==> src/rtl/dfetch_pkg.sv <==
package dfetch_pkg;
  typedef struct packed {
    logic captureHi;
    logic completeWord;
    logic useNop;
  } fetchStrobes_t;
endpackage

==> src/rtl/dfetch_ctrl.sv <==
module dfetch_ctrl
  import dfetch_pkg::*;
#(
  parameter int ADDR_W = 12
) (
  input  logic              clk,
  input  logic              rstN,
  input  logic              kernelMode,
  input  logic [ADDR_W-1:0] instrAddr,
  output logic              phase,
  output logic [ADDR_W-1:0] fetchAddr,
  output fetchStrobes_t     strobes
);
  localparam logic [ADDR_W-1:0] COUNT_MAX = {ADDR_W{1'b1}};

  logic [ADDR_W-1:0] diagCount;

  always_ff @(posedge clk or negedge rstN) begin
    if (!rstN) begin
      phase     <= 1'b0;
      diagCount <= '0;
    end else begin
      phase <= ~phase;
      if (phase && kernelMode) begin
        diagCount <= (diagCount == COUNT_MAX) ? '0 : diagCount + 1'b1;
      end
    end
  end

  always_comb begin
    strobes.captureHi    = ~phase;
    strobes.completeWord = phase;
    strobes.useNop       = kernelMode;
    fetchAddr            = kernelMode ? diagCount : instrAddr;
  end


  count_hold_chk: assert property (@(posedge clk) disable iff (!rstN)
    !kernelMode |=> $stable(diagCount));


  count_wrap_chk: assert property (@(posedge clk) disable iff (!rstN)
    (phase && kernelMode && diagCount == COUNT_MAX) |=> diagCount == '0);


  phase_alt_chk: assert property (@(posedge clk) disable iff (!rstN)
    phase |=> !phase);
endmodule

==> src/rtl/dfetch_datapath.sv <==
module dfetch_datapath
  import dfetch_pkg::*;
#(
  parameter int              HALF_W   = 16,
  parameter logic [2*HALF_W-1:0] NOP_WORD = '0
) (
  input  logic                clk,
  input  logic                rstN,
  input  fetchStrobes_t       strobes,
  input  logic [HALF_W-1:0]   romData,
  output logic [2*HALF_W-1:0] instrWord,
  output logic                instrValid
);
  localparam int WORD_W = 2 * HALF_W;
  localparam logic [HALF_W-1:0] NOP_HI = NOP_WORD[WORD_W-1:HALF_W];
  localparam logic [HALF_W-1:0] NOP_LO = NOP_WORD[HALF_W-1:0];

  logic [HALF_W-1:0] hiHalf;
  logic [HALF_W-1:0] hiNext;
  logic [HALF_W-1:0] loNext;

  always_comb begin
    hiNext = strobes.useNop ? NOP_HI : romData;
    loNext = strobes.useNop ? NOP_LO : romData;
  end

  always_ff @(posedge clk or negedge rstN) begin
    if (!rstN) begin
      hiHalf     <= '0;
      instrWord  <= '0;
      instrValid <= 1'b0;
    end else begin
      instrValid <= strobes.completeWord;
      if (strobes.captureHi) hiHalf <= hiNext;
      if (strobes.completeWord) instrWord <= {hiHalf, loNext};
    end
  end


  valid_pulse_chk: assert property (@(posedge clk) disable iff (!rstN)
    instrValid |=> !instrValid);


  word_hold_chk: assert property (@(posedge clk) disable iff (!rstN)
    !strobes.completeWord |=> $stable(instrWord));


  nop_word_chk: assert property (@(posedge clk) disable iff (!rstN)
    (strobes.completeWord && strobes.useNop && $past(strobes.useNop))
      |=> instrWord == NOP_WORD);
endmodule

==> src/rtl/dfetch_top.sv <==
module dfetch_top
  import dfetch_pkg::*;
#(
  parameter int              ADDR_W   = 12,
  parameter int              HALF_W   = 16,
  parameter logic [2*HALF_W-1:0] NOP_WORD = '0
) (
  input  logic                clk,
  input  logic                rstN,
  input  logic [ADDR_W-1:0]   instrAddr,
  input  logic                instrBank,
  input  logic                kernelMode,
  input  logic [HALF_W-1:0]   romData,
  output logic [ADDR_W:0]     romAddr,
  output logic [2:0]          romCs,
  output logic [2*HALF_W-1:0] instrWord,
  output logic                instrValid
);
  logic              phase;
  logic [ADDR_W-1:0] fetchAddr;
  fetchStrobes_t     strobes;

  dfetch_ctrl #(.ADDR_W(ADDR_W)) u_ctrl (
    .clk(clk), .rstN(rstN), .kernelMode(kernelMode), .instrAddr(instrAddr),
    .phase(phase), .fetchAddr(fetchAddr), .strobes(strobes)
  );

  dfetch_datapath #(.HALF_W(HALF_W), .NOP_WORD(NOP_WORD)) u_dp (
    .clk(clk), .rstN(rstN), .strobes(strobes), .romData(romData),
    .instrWord(instrWord), .instrValid(instrValid)
  );

  always_comb begin
    romAddr = {fetchAddr, phase};
    romCs   = {1'b1, instrBank, ~kernelMode};
  end


  valid_after_hi_chk: assert property (@(posedge clk) disable iff (!rstN)
    instrValid |-> !romAddr[0]);


  addr_follow_chk: assert property (@(posedge clk) disable iff (!rstN)
    !kernelMode |-> romAddr[ADDR_W:1] == instrAddr);
endmodule

==> config.mk <==
export PLATFORM = sky130hd
export DESIGN_NAME = dfetch_top
export DESIGN_NICKNAME = d
export VERILOG_FILES = /design/src/rtl/dfetch_pkg.sv /design/src/rtl/dfetch_ctrl.sv /design/src/rtl/dfetch_datapath.sv /design/src/rtl/dfetch_top.sv
export SDC_FILE = /design/constraint.sdc
export NUM_CORES = 1
export LEC_CHECK = 0
export BUFFER_PORTS_ARGS = -buffer_cell sky130_fd_sc_hd__clkbuf_2
export CORE_MARGIN = 5
export CORE_UTILIZATION = 35
export DETAILED_ROUTE_END_ITERATION = 7
export PLACE_DENSITY_LB_ADDON = 0.25
export SETUP_SLACK_MARGIN = 0.1
export SLEW_MARGIN = 40
export SYNTH_ARGS = -nofsm -noshare
export SYNTH_HDL_FRONTEND = slang
export SYNTH_SLANG_ARGS = --single-unit
==> constraint.sdc <==
create_clock -name clk -period 1.4 [get_ports clk]
set_input_delay 0.21 -clock clk [delete_from_list [all_inputs] [get_ports clk]]
set_output_delay 0.21 -clock clk [all_outputs]
set_load 0.02 [all_outputs]
==> summary by stage <==
Placed design
After detailed placement, the design holds a cell count of 422. Port buffering added 77 buffers. The detailed-placement wirelength estimate is 3800 µm. Once placement finished, the instance area stood at 0.00311 mm². The routability congestion estimate from global placement is 0.755.

Layout
The net count of the finished layout is 389. The area taken by flip-flops and latches is 0.00155 mm². Counting the fill cells in the layout gives 679. Compared with the post-synthesis result, the final layout area differs by 45.0%. The final instance area is 0.00373 mm². The area used by multi-input combinational logic is 950 µm². In the layout the commonest cells are sky130_fd_sc_hd__clkbuf_2, sky130_fd_sc_hd__dfrtp_1, sky130_fd_sc_hd__nand2_1. The commonest non-fill, non-tap cell in the layout is sky130_fd_sc_hd__clkbuf_2.

The number of diodes added for antenna fixing is 0. The fraction of final layout cells with drive strength greater than 1 is 42.4%. For this run, the number of standard cells in the final layout without fillers is 460.

Logic synthesis
For this run, asynchronously set or reset flops after synthesis account for 100%. Synthesis handed over a netlist of 251 instances. The number of warnings reported in the yosys synthesis log is 0.

Synthesis inferred 62 register bits. The post-synthesis instance area is 0.00258 mm². The number of distinct library cells after synthesis is 31. In this run, synthesis inferred 0 flip-flops with an integrated enable.

A synthesized cell averages 10.3 µm². For this run, the leading register cell type out of synthesis is sky130_fd_sc_hd__dfrtp_1. The sequential element share of the synthesized area is 60.2%.

The net count after synthesis is 284.

Global route
The initial antenna violation count came to 0. The residual overflow from global routing is 0. Entering global routing, the biggest net connects 63 pins.

The all-layer global routing usage is 14.1%. The global-route wire length before repair is 10000 µm. The number of global-route vias before repair is 2160.

Setup path
The critical path in this run is classified as flop to output port. Along the worst path, the maximum fanout reaches 2. The worst setup path is launched from a flop.

The worst setup path is captured at an output port. Data on the critical path is required at its endpoint by 1190 ps. The worst register-to-register path begins at u_ctrl.diagCount[0]. Tracing the worst setup path back leads to its startpoint at u_ctrl.diagCount[0]. The worst path arrival time is 1250 ps.

Timing
Static timing analysis puts the maximum clock frequency at 0.687 GHz. After layout, the minimum clock period comes to 1460 ps. The number of endpoints failing setup at the final stage is 6.

Setup repair after global routing could not meet its margin everywhere. The number of endpoints with negative hold slack in the final report is 0. Between clock sinks in the finished design, the worst skew comes to 7.68 ps. In the finished design, the share of the clock period the worst path needs comes to 104%. The final max-slew violation count is 0. The summed negative setup slack over all endpoints is -242 ps.

Setup slack on the critical path of the routed design comes to -55.9 ps.

Clock tree
The count of H-tree levels built during CTS is 3. The clock tree buffer depth is 2. The clock sink total is 62. The later-pin clock latency in the skew report is 330 ps.

The clock tree from TritonCTS is done. The root buffer cell is sky130_fd_sc_hd__clkbuf_8. The clock buffer count from CTS is 9. The clock-pin slew of the registers on the worst-case setup and hold paths is 70 ps.

Floorplan
The row count is 31. The floorplan step defined a die boundary enclosing 0.00918 mm². The horizontal die dimension is 95.8 µm. The floorplan step defined a core boundary enclosing 0.00721 mm².

The floorplan die height is 95.8 µm. For this configuration, the core starts out at a cell density of 35.7%. The top-level port count is 81.

Outcome
The final reports fail on negative setup slack. The run finished, with violations left.

Power and ir drop
The total power density per cell area is 1310 mW/mm². After layout, the design draws a total of 4890 µW. The leakage power figure is 0.00189 µW. The maximum vdd ir drop is 0.545 mV.

Routing
For this run, design rule violations remaining after detail routing come to 0. For this block, the routed nets add up to 5880 µm of wire. The first detailed-routing pass took 4 iterations. Dividing the detail-routed wire length by the instance count gives 12.8 µm. The number of nets still failing antenna checks after routing is 0. The count of vias placed by the detailed router is 2040. The first-iteration detailed-routing DRC count is 95. The average via count per standard cell is 4.43.

Flow run
Max-cap violations in this run came to 0.

Hold path
The worst hold path class is primary input to flop. The worst hold path begins at romData[4].
-- stage by stage --
step,util (%),setup WS (ps),hold WS [ps]
4_1_cts,50.9,-77.3,109
3_5_place_dp,43.1,51.9,258
6_report,51.8,-55.9,124
3_3_place_gp,43.1,65.5,254
2_1_floorplan,-,114,-85.6
5_1_grt,51.8,-99.3,129
-- repair_timing --
item,4_1_cts,5_1_grt
resized for setup,40,23
pin swaps,7,6
endpoints found under the setup margin,21,22
hold buffers,1,0
hold endpoints to repair,62,0
setup buffers,20,1
cloned,0,0
-- critical path: stages, from the launching register on --
cell and delay, ps:
sky130_fd_sc_hd__dfrtp_1 400, sky130_fd_sc_hd__buf_6 130, sky130_fd_sc_hd__mux2_4 260, sky130_fd_sc_hd__buf_8 130
-- cells in the mapped netlist, types with 3 or more instances --
cell type | n | area (µm²)
sky130_fd_sc_hd__dfrtp_1 | 62 | 1550
sky130_fd_sc_hd__nand2_1 | 54 | 203
sky130_fd_sc_hd__o21ai_0 | 48 | 240
sky130_fd_sc_hd__inv_1 | 18 | 67.6
sky130_fd_sc_hd__mux2_2 | 12 | 135
sky130_fd_sc_hd__buf_2 | 5 | 25.0
sky130_fd_sc_hd__buf_4 | 5 | 37.5
sky130_fd_sc_hd__clkbuf_1 | 5 | 18.8
sky130_fd_sc_hd__nor2_1 | 5 | 18.8
sky130_fd_sc_hd__xor2_1 | 5 | 43.8
sky130_fd_sc_hd__nand3_1 | 4 | 20.0
sky130_fd_sc_hd__nand4_1 | 3 | 18.8
sky130_fd_sc_hd__xnor2_1 | 3 | 26.3
-- final timing paths --
check,end,slack (ps),cells past startpoint
setup reg to reg,u_ctrl.diagCount[5],50,6
max in group asynchronous,u_ctrl.diagCount[2],670,3
hold / removal,u_dp.hiHalf[4],120,3
min in group asynchronous,u_dp.instrWord[5],410,3
setup / recovery,romAddr[1],-60,3
hold reg to reg,u_dp.hiHalf[12],470,2
-- final cells by class --
type	instances	share of cell area, %
multi-input combinational	155	25.4
clock buffer	10	3.42
inverter	19	1.91
timing repair buffer	109	21.4
sequential	62	41.6
tap	99	3.32
clock inverter	6	2.95
-- routing by layer --
metal | track usage [%] | routed length [µm] | vias to the layer above
li1 | - | - | 1027
met5 | 0 | 0 | -
met2 | 23.4 | 2880 | 51
met4 | 6.75 | 112 | 0
met3 | 2.81 | 274 | 10
met1 | 17.6 | 2620 | 952
-- cell families (layout without fill, tap and decap cells) --
group	after synthesis	after routing	synth area share [%]
and+or+nand+nor	79	79	14.4
DFF	62	62	60.2
AOI/OAI and AO/OA	54	54	10.8
buffers and inverters	34	144	5.92
muxes	12	12	5.25
xor gates and xnor gates	8	8	2.72
adders and majority gates	1	1	0.486
other	1	1	0.146
-- flip-flops by register name, summed over array words and instances (netlist names) --
signal	flops
u_ctrl.diagCount	12
u_dp.hiHalf	16
u_ctrl.phase	1
u_dp.instrValid	1
u_dp.instrWord	32
-- report_power, final --
| part | total [µW] | internal (µW) | switching [µW] |
|---|---|---|---|
| clock | 1870 | 1180 | 689 |
| sequential | 2000 | 1920 | 75.4 |
| combinational | 1020 | 521 | 501 |
| total | 4890 | 3620 | 1270 |
Power figures use the tool's default switching activity.
